--- config.mk ---
export PLATFORM = sky130hd
export DESIGN_NAME = smm_mult
export DESIGN_NICKNAME = d
export VERILOG_FILES = /design/src/rtl/smm_pkg.sv /design/src/rtl/smm_step_count.sv /design/src/rtl/smm_datapath.sv /design/src/rtl/smm_sign.sv /design/src/rtl/smm_mult.sv
export SDC_FILE = /design/constraint.sdc
export NUM_CORES = 1
export LEC_CHECK = 0
export ABC_CLOCK_PERIOD_IN_PS = 3200
export BUFFER_PORTS_ARGS = -buffer_cell sky130_fd_sc_hd__clkbuf_2
export CORE_ASPECT_RATIO = 1.5
export CORE_MARGIN = 1.5
export CORE_UTILIZATION = 60
export CTS_BUF_LIST = sky130_fd_sc_hd__clkbuf_8
export DETAILED_ROUTE_END_ITERATION = 7
export PLACE_DENSITY = 0.87
export SETUP_SLACK_MARGIN = 0.5
export SYNTH_ARGS = -nofsm -noshare
export SYNTH_HDL_FRONTEND = slang
export SYNTH_SLANG_ARGS = --single-unit
--- constraint.sdc ---
create_clock -name clk -period 3.2 [get_ports clk]
set_input_delay 0.96 -clock clk [delete_from_list [all_inputs] [get_ports clk]]
set_output_delay 0.96 -clock clk [all_outputs]
set_load 0.005 [all_outputs]
--- src/rtl/smm_pkg.sv ---
package smm_pkg;
  function automatic int cnt_bits(input int n);
    return $clog2(n + 1);
  endfunction
endpackage

--- src/rtl/smm_step_count.sv ---
module smm_step_count #(
  parameter int N = 8
) (
  input  logic clk,
  input  logic rst_n,
  input  logic load,
  input  logic start_in,
  output logic run_o,
  output logic last_o
);
  localparam int CW = smm_pkg::cnt_bits(N);

  logic [CW-1:0] cnt_q, cnt_d;
  logic          cnt_en;

  always_comb begin
    cnt_en = load || (cnt_q != '0);
    cnt_d  = cnt_q;
    if (load)                cnt_d = CW'(N);
    else if (cnt_q != '0)    cnt_d = cnt_q - CW'(1);
  end

  always_ff @(posedge clk or negedge rst_n) begin
    if (!rst_n)      cnt_q <= '0;
    else if (cnt_en) cnt_q <= cnt_d;
  end

  assign run_o  = (cnt_q != '0);
  assign last_o = (cnt_q == CW'(1));

  // a start arriving mid-run does not reload the counter
  p_ignore_start_r6: assert property (@(posedge clk) disable iff (!rst_n)
    (run_o && start_in) |=> (cnt_q == $past(cnt_q) - CW'(1)));
endmodule

--- src/rtl/smm_datapath.sv ---
module smm_datapath #(
  parameter int N = 8
) (
  input  logic           clk,
  input  logic           rst_n,
  input  logic           load,
  input  logic           step,
  input  logic [N-1:0]   mcand,
  input  logic [N-1:0]   mplr,
  output logic [2*N-1:0] prod
);
  logic [N-1:0] b_q, a_q, q_q;
  logic [N-1:0] b_d, a_d, q_d;
  logic [N:0]   sum;      // carry:upper, the E:A pair
  logic         reg_en;

  always_comb begin
    sum    = q_q[0] ? ({1'b0, a_q} + {1'b0, b_q}) : {1'b0, a_q};
    reg_en = load || step;
    b_d    = b_q;
    a_d    = a_q;
    q_d    = q_q;
    if (load) begin
      b_d = mcand;
      a_d = '0;
      q_d = mplr;
    end else if (step) begin
      a_d = sum[N:1];
      q_d = {sum[0], q_q[N-1:1]};
    end
  end

  always_ff @(posedge clk or negedge rst_n) begin
    if (!rst_n) begin
      b_q <= '0;
      a_q <= '0;
      q_q <= '0;
    end else if (reg_en) begin
      b_q <= b_d;
      a_q <= a_d;
      q_q <= q_d;
    end
  end

  assign prod = {a_q, q_q};

  // a zero multiplier bit only shifts the upper half
  p_skip_add_r3: assert property (@(posedge clk) disable iff (!rst_n)
    (step && !load && !q_q[0]) |=> (a_q == ($past(a_q) >> 1)));
  // multiplicand register is frozen during a run
  p_mcand_hold_r3: assert property (@(posedge clk) disable iff (!rst_n)
    (step && !load) |=> $stable(b_q));
endmodule

--- src/rtl/smm_sign.sv ---
module smm_sign #(
  parameter int N = 8
) (
  input  logic         clk,
  input  logic         rst_n,
  input  logic         load,
  input  logic         sa,
  input  logic         sb,
  input  logic [N-1:0] ma,
  input  logic [N-1:0] mb,
  output logic         sign_o
);
  logic sign_q, sign_d, any_zero;

  always_comb begin
    any_zero = (ma == '0) || (mb == '0);
    sign_d   = (sa ^ sb) & ~any_zero;
  end

  always_ff @(posedge clk or negedge rst_n) begin
    if (!rst_n)    sign_q <= 1'b0;
    else if (load) sign_q <= sign_d;
  end

  assign sign_o = sign_q;

  // a zero operand always yields a positive sign
  p_zero_pos_r5: assert property (@(posedge clk) disable iff (!rst_n)
    (load && (ma == '0)) |=> !sign_o);
endmodule

--- src/rtl/smm_mult.sv ---
module smm_mult #(
  parameter int N = 8
) (
  input  logic           clk,
  input  logic           rst_n,
  input  logic           start,
  input  logic [N-1:0]   mcand_mag,
  input  logic           mcand_sign,
  input  logic [N-1:0]   mplr_mag,
  input  logic           mplr_sign,
  output logic           busy,
  output logic           done,
  output logic [2*N-1:0] prod_mag,
  output logic           prod_sign
);
  logic rst_meta_q, rst_sync_q;
  logic run, last, accept, done_q, done_d;

  always_ff @(posedge clk or negedge rst_n) begin
    if (!rst_n) begin
      rst_meta_q <= 1'b0;
      rst_sync_q <= 1'b0;
    end else begin
      rst_meta_q <= 1'b1;
      rst_sync_q <= rst_meta_q;
    end
  end

  assign accept = start && !run;

  smm_step_count #(.N(N)) u_count (
    .clk(clk), .rst_n(rst_sync_q), .load(accept), .start_in(start),
    .run_o(run), .last_o(last)
  );

  smm_datapath #(.N(N)) u_dp (
    .clk(clk), .rst_n(rst_sync_q), .load(accept), .step(run),
    .mcand(mcand_mag), .mplr(mplr_mag), .prod(prod_mag)
  );

  smm_sign #(.N(N)) u_sign (
    .clk(clk), .rst_n(rst_sync_q), .load(accept),
    .sa(mcand_sign), .sb(mplr_sign), .ma(mcand_mag), .mb(mplr_mag),
    .sign_o(prod_sign)
  );

  always_comb done_d = run && last;

  always_ff @(posedge clk or negedge rst_sync_q) begin
    if (!rst_sync_q) done_q <= 1'b0;
    else             done_q <= done_d;
  end

  assign busy = run;
  assign done = done_q;

  // an accepted start makes the block busy on the next cycle
  p_start_busy_r2: assert property (@(posedge clk) disable iff (!rst_sync_q)
    (start && !busy) |=> busy);
  // done follows a busy cycle and coincides with idle
  p_done_after_busy_r2: assert property (@(posedge clk) disable iff (!rst_sync_q)
    done |-> ($past(busy) && !busy));
  // done is a single-cycle pulse
  p_done_pulse_r7: assert property (@(posedge clk) disable iff (!rst_sync_q)
    done |=> !done);
  // never a negative zero at completion
  p_no_neg_zero_r5: assert property (@(posedge clk) disable iff (!rst_sync_q)
    done |-> !(prod_sign && (prod_mag == '0)));
endmodule

Word level (Yosys, flattened, before mapping)

Index checks and enable logic that the tools add are counted.

Muxes and demuxes: 7
$add $sub $neg: 2
Shift-type cells: 0
Reduce and logical (&&, ||, !) cells: 11
Multipliers: 0
Magnitude comparators: 0
Div/mod/pow operators: 0
Bitwise logic cells: 3
Eq/ne operators: 1

Operators by type and width:

| kind                | number |
|---|---|
| $mux 8              | 4 |
| $logic_not 8->1     | 2 |
| $add 8x8->9         | 1 |
| $mux 9              | 1 |
| $mux 4              | 2 |
| $eq 4x1->1 const B  | 1 |
| $reduce_and 2->1    | 2 |
| $reduce_bool 4->1   | 1 |
| $sub 4x1->4 const B | 1 |
| $logic_and 1x1->1   | 2 |
| $logic_or 1x1->1    | 2 |
| $reduce_bool 2->1   | 1 |
| $and 1x1->1         | 1 |
| $logic_not 1->1     | 1 |
| $not 1->1           | 1 |
| $xor 1x1->1         | 1 |

Word-level logic and storage cells: 32
Register bits: 32
Output and inout bits: 19
Bits in latches: 0
Memory bits (writable): 0
Memories kept: 0
Input port bits: 21
Memory bits (read-only): 0

Longest topological paths before layout

Gate-level depths: netlist of run 1.

Depth in word-level cells: 5
Mapped depth: 8
Depth with buffers taken out: 8

Modules after synthesis

Synthesis of run 1 repeated with hierarchy kept, for this count alone.

Cell total of the unflattened synthesis: 181
Area total of the unflattened synthesis: 1,851.8 sq um

Modules (own cells, without submodules):

| module         | cells each | sequential area each (sq um) | area each (sq um) | times used |
|---|---|---|---|---|
| smm_datapath   | 140        | 600.6                        | 1,415.1           | 1 |
| smm_step_count | 25         | 100.1                        | 246.5             | 1 |
| smm_mult       | 6          | 75.1                         | 95.1              | 1 |
| smm_sign       | 10         | 25.0                         | 95.1              | 1 |

Worst setup path after synthesis of run 1

Ideal clock, no wire load.

Kind: register to output
Start: reg u_count.cnt_q[0]
End: out busy
Buffers on the path: 1
Cell stages (with the launch flop): 6
Required time: 2,240 ps
Path slack: 1,161 ps
Arrival: 1,079 ps
Path through: dfrtp_1 -> inv_1 -> ha_1 -> and2_4 -> inv_2 -> buf_2

Longest elaborated chain between the ends: 1

RTL lines:

| element                | RTL line             | source |
|---|---|---|
| start, declared        | smm_step_count.sv:13 | `logic [CW-1:0] cnt_q, cnt_d;` |
| start signal, assigned | smm_step_count.sv:25 | `else if (cnt_en) cnt_q <= cnt_d;` |
| $reduce_bool 4->1      | smm_step_count.sv:28 | `assign run_o = (cnt_q != '0);` |
| end, declared          | smm_mult.sv:11       | `output logic busy,` |

Every way passes these cells.

Final worst setup path of run 1

Ends and elaborated chain as after synthesis.

==> results of run 1 <==
[cells by family after synthesis]
group                    share of synthesized area
AO/OA/AOI/OAI                                0.147
AND/OR/NAND/NOR                              0.131
flip-flops                                   0.449
buffers and inverters                       0.0379
XOR/XNOR                                    0.0246
adder cells (fa/ha/maj)                     0.0885
multiplexers                                 0.119
other                                      0.00210
[stage by stage]
stage	hold slack (ns)	instances	area, sq um	util
2_1_floorplan	0.331	168	1780	-
3_3_place_gp	0.342	241	2000	0.700
3_5_place_dp	0.340	241	2000	0.700
4_1_cts	0.364	248	2090	0.733
5_1_grt	0.372	248	2100	0.735
6_report	0.361	248	2100	0.735
[layout make-up]
type	count	area [sq um]
Multi-Input combinational cell	122	916
Sequential cell	32	801
Fill cell	209	756
Timing Repair Buffer	40	203
Clock buffer	7	96.3
Tap cell	39	48.8
Inverter	8	32.5
[sequential cells by signal, summed over array words and instances, names as in the netlist]
name,count
u_dp.a_q,8
u_dp.b_q,8
u_dp.q_q,8
u_count.cnt_q,4
done,1
rst_meta_q,1
rst_sync_q,1
u_sign.sign_o,1
[per-layer routing]
metal  vias up  part of all wire  global-route usage
li1        681                 -                   -
met1       719              0.35               0.296
met2        41              0.58               0.491
met3        11             0.036              0.0755
met4         0             0.026               0.130
met5         -                 0                   0
[cell usage in the layout (no fill, tap or decap), drive strengths merged, types with 5 or more instances in the layout]
cell type	count
dfrtp	32
ha	11
inv	8
nand2	17
clkbuf	46
mux2i	11
mux2	9
o21ai	16
nor2	10
nor4	5
a21oi	11
[where the power goes]
group / switching [W] / total [W] / internal, W
logic: 0.000526 / 0.00101 / 0.000487
registers: 0.000183 / 0.000771 / 0.000588
clock network: 0.000139 / 0.000330 / 0.000191
total: 0.000848 / 0.00211 / 0.00127
[what timing repair did]
action | 4_1_cts | 5_1_grt
hold buffers | 0 | 0
endpoints found under the setup margin | 0 | 1
gates resized for setup | 0 | 3
[worst paths after layout]
kind | slack [ns] | end | cells past startpoint
worst max-delay path | 0.63 | busy | 5
max in group asynchronous | 2.10 | u_count.cnt_q[0] | 1
min in group asynchronous | 0.43 | u_dp.b_q[2] | 0
worst min-delay path | 0.36 | rst_sync_q | 0
worst min register to register | 0.36 | rst_sync_q | 0
worst max register to register | 1.13 | u_dp.a_q[5] | 8
==> out/qor.yml, run 1 <==
grt_pass1_wl_um: 6760
rsz0062_at_grt: "false"
final_net_count: 242
synth_seq_area_share: 0.449
initial_core_util: 0.625
path_delay_family: "buffers and inverters"
synthesis.area_sq_um: 1780
report.final.slew_viol_count: 0
synth_top_area_frac: 0.449
grt_usage: 0.284
num_rows: 24
die_w_um: 47.5
crit_slowest_cell: "dfrtp_1"
fmax_mhz: 389
netlist_top_cells_count: "dfrtp_1, nand2_1, o21ai_0"
ys_top_cells_by_area: "dfrtp_1, ha_1, mux2i_1"
slowest_delay_ns: 0.39
synth_edf_count: 0
core-area_sq_um: 2850
io_pins: 40
place.gp.congestion: 0.821
syn2layout_area_growth_pct: 17.7
hpwl_um: 2980
antennaDiodeCount: 0
setup-tns-final_ns: 0
avgSynthCellArea_sq_um: 10.6
syn_nets: 201
die_area_sq_um: 3310
synth_cell_types: 39
p_total_w: 0.00211
cts-root-buf: "clkbuf_8"
cp_max_fo: 25
place_ws_ns: 0.846
via_per_inst: 5.85
cts.sink_count: 32
worstPathArrival_ns: 1.61
worst-setup-path-type: "reg -> out"
synth_top_cell_by_area: "dfrtp_1"
grt_max_degree: 26
p_leak_nw: 1.03
ant_nets: 0
die_h_um: 69.7
status: "completed"
synth_ff_type: "dfrtp_1"
crit_chain: "inv_1, ha_2, and2_4, inv_4, clkbuf_2"
worstPathRequired_ns: 2.24
syn_inst: 168
post_cts_buffers: 0
critPathBufInv: 3
tightestPinTransition_ns: 1.01
dr.pass1.iters: 4
cts_buffers: 5
gr-total-overflow: 0
crit_path_end_kind: "output port"
hp-class: "reg -> reg"
skew_ns: 0.00638
cts_tree: "done"
wire_per_inst_um: 16.3
startpoint_type: "register"
cp-startpoint: "u_count.cnt_q[0]"
grt_pass1_vias: 1566
antenna_found_initial: 0
synthArstFlopShare: 1.00
setup_viol: 0
drv_cap: 0
r2r-start: "u_dp.a_q[0]"
fin_crit_sh: 0.804
wirelength_um: 4030
portBuffers: 39
slew-limit-headroom: 0.324
pwr_density_cell_nw_per_um2: 1010
yosysWarningCount: 0
synth_most_common_cell: "dfrtp_1"
clockBufferDepth: 2
htree_levels: 2
ys_ff_latch: 32
drt_first_iter_violations: 64
clk_pin_slew_ns: 0.06
fin_crit_ns: 2.57
drive_gt1_frac: 0.316
holdCritStartpoint: "rst_meta_q"
route.vias.total: 1452
final.setup.worst_slack_ns: 0.626
vdd_drop_max_mv: 0.679
finalHoldViolations: 0
clk-insertion-delay-late_ns: 0.28
drc: 0
No activity file was read; power rests on OpenSTA's default activity.
==> inputs of run 2 (changes only) <==
ABC_CLOCK_PERIOD_IN_PS = 2340   (was 3200)
CORE_UTILIZATION = 50   (was 60)
PLACE_DENSITY = 0.78   (was 0.87)
clock period = 2.34 ns   (was 3.2 ns; I/O delays follow)
==> run 2 against run 1 <==
Cell count increased by 6.9%. Register-to-register slack got worse by 0.64 ns. Critical path depth is the same. Final area is 6.1% higher. Critical endpoint unchanged. Count of clock-buffer cells in the layout decreased by 2.
==> out/qor.yml, run 2 (synthesis gave the netlist of run 1 again) <==
status: "completed"
antennaDiodeCount: 0  # unchanged
cts_tree: "done"
worstPathRequired_ns: 1.64  # -0.60 ns
vdd_drop_max_mv: 0.867  # +28%
grt_max_degree: 31  # +19%
clk_pin_slew_ns: 0.06  # about the same
drive_gt1_frac: 0.395  # +0.0788
drc: 0  # unchanged
final_net_count: 256  # +5.8%
die_h_um: 76.1  # +9.1%
clk-insertion-delay-late_ns: 0.28  # about the same
ant_nets: 0  # unchanged
via_per_inst: 5.54  # -5.4%
fmax_mhz: 523
register_area_sq_um: 803  # +0.31%
io_pins: 40  # unchanged
p_leak_nw: 1.09  # +5.6%
gr-total-overflow: 0  # unchanged
rsz0062_at_grt: "true"
route.vias.total: 1467  # +1.0%
final_cells: 265  # +6.9%
clockBufferDepth: 2  # unchanged
setup_viol: 0  # unchanged
finalHoldViolations: 0  # unchanged
htree_levels: 2  # unchanged
cts-root-buf: "clkbuf_8"
startpoint_type: "register"
dp_cells: 246  # +2.1%
wirelength_um: 3970  # -1.6%
hp-class: "in -> async"
antenna_found_initial: 0  # unchanged
crit_path_end_kind: "output port"
final_cell_mix: "clkbuf_2, dfrtp_1, nand2_1, o21ai_0, buf_4"
grt_pass1_vias: 1472  # -6.0%
nFillCells: 282  # +35%
die_w_um: 51.7  # +8.9%
route.met2.wl_um: 2190  # -6.9%
syn2layout_area_growth_pct: 24.9
num_rows: 26  # +8.3%
wire_per_inst_um: 15.0  # -7.9%
place.gp.congestion: 0.791  # -3.6%
setup-tns-final_ns: 0  # unchanged
p_total_w: 0.00305  # +44%
cts_buffers: 5  # unchanged
multi_input_area_sq_um: 948  # +3.6%
dr.pass1.iters: 4  # unchanged
fin_crit_sh: 0.816
die_area_sq_um: 3940  # +19%
core-area_sq_um: 3420  # +20%
grt_usage: 0.226  # -0.0579
top_regs: "u_dp.a_q (8), u_dp.b_q (8), u_dp.q_q (8)"
fin_crit_ns: 1.91
placed_area_sq_um: 2020  # +1.1%
drt_first_iter_violations: 38  # -41%
pwr_density_cell_nw_per_um2: 1370  # +36%
grt_pass1_wl_um: 6790  # +0.40%
skew_ns: 0.00355  # -0.00283 ns
cp_max_fo: 2  # -92%
finalInstanceArea_sq_um: 2220  # +6.1%
drv_cap: 0  # unchanged
worstPathArrival_ns: 1.21  # -0.40 ns
hpwl_um: 2770  # -6.8%
highest_layer: "met4"
initial_core_util: 0.522  # -0.103
hold-worst-slack_ns: 0.196  # -0.165 ns
portBuffers: 39  # unchanged
met3_length_um: 105  # -29%
worst-setup-path-type: "reg -> out"
wl_met1_um: 1630  # +15%
cts.sink_count: 32  # unchanged
report.final.slew_viol_count: 0  # unchanged
final_common_cell: "clkbuf_2"
==> run 2: changes by cell type in the layout (fill, tap and decap cells not counted), moves of 2 or more <==
cell	previous run	this run
inv_2	0	3
ha_4	0	2
dfrtp_2	0	2
clkbuf_8	7	5
dfrtp_1	32	30
ha_1	10	8
buf_4	1	15
inv_1	7	5
==> run 2: worst paths after layout <==
kind                             startpoint               end  slack [ns]  depth (start not counted)
hold reg to reg                  rst_sync_q       u_dp.a_q[0]        0.28                          1
setup reg to reg                u_dp.a_q[0]       u_dp.a_q[5]        0.49                          8
max in group asynchronous        rst_sync_q  u_count.cnt_q[2]        1.76                          1
hold / removal                        rst_n        rst_meta_q        0.20                          1
min in group clk                 rst_meta_q        rst_sync_q        0.36                          0
setup / recovery           u_count.cnt_q[0]              busy        0.43                          5
==> run 2: through the flow <==
stage,util,setup slack (ns)
floorplan,-,0.497
global placement,0.590,0.421
detailed placement,0.590,0.380
CTS,0.641,0.457
global route,0.651,0.384
finish,0.651,0.430
==> run 2: area by class of cell <==
cell class	count	share of cell area
repair buffers	54	0.138
multi-input cells	122	0.426
inverters	8	0.0157
flip-flops and latches	32	0.361
well taps	42	0.0236
clock inverters	2	0.00394
clock buffers	5	0.0309
==> run 2: report_power, final <==
| part | leakage (nW) | internal [W] | switching [W] |
|---|---|---|---|
| sequential | 0.392 | 0.000808 | 0.000238 |
| combinational | 0.653 | 0.000837 | 0.000780 |
| clock | 0.0452 | 0.000197 | 0.000189 |
| total | 1.09 | 0.00184 | 0.00121 |
==> run 2: layer usage <==
metal / up-vias / global-route usage
li1: 711 / -
met5: - / 0
met4: 0 / 0.0605
met3: 5 / 0.0549
met2: 26 / 0.387
met1: 725 / 0.278
==> run 2: timing repair <==
action / 4_1_cts / 5_1_grt
resized for setup: 9 / 3
endpoints found under the setup margin: 2 / 5
setup buffers: 10 / 2
endpoints found under the hold margin: 0 / 0
pin swaps: 6 / 3
hold buffers: 0 / 0
==> run 2: worst max-delay path, stage by stage (launching register included) <==
cell      delay, ns
dfrtp_1        0.40
inv_2          0.09
ha_4           0.14
and2_4         0.17
inv_6          0.03
clkbuf_2       0.10
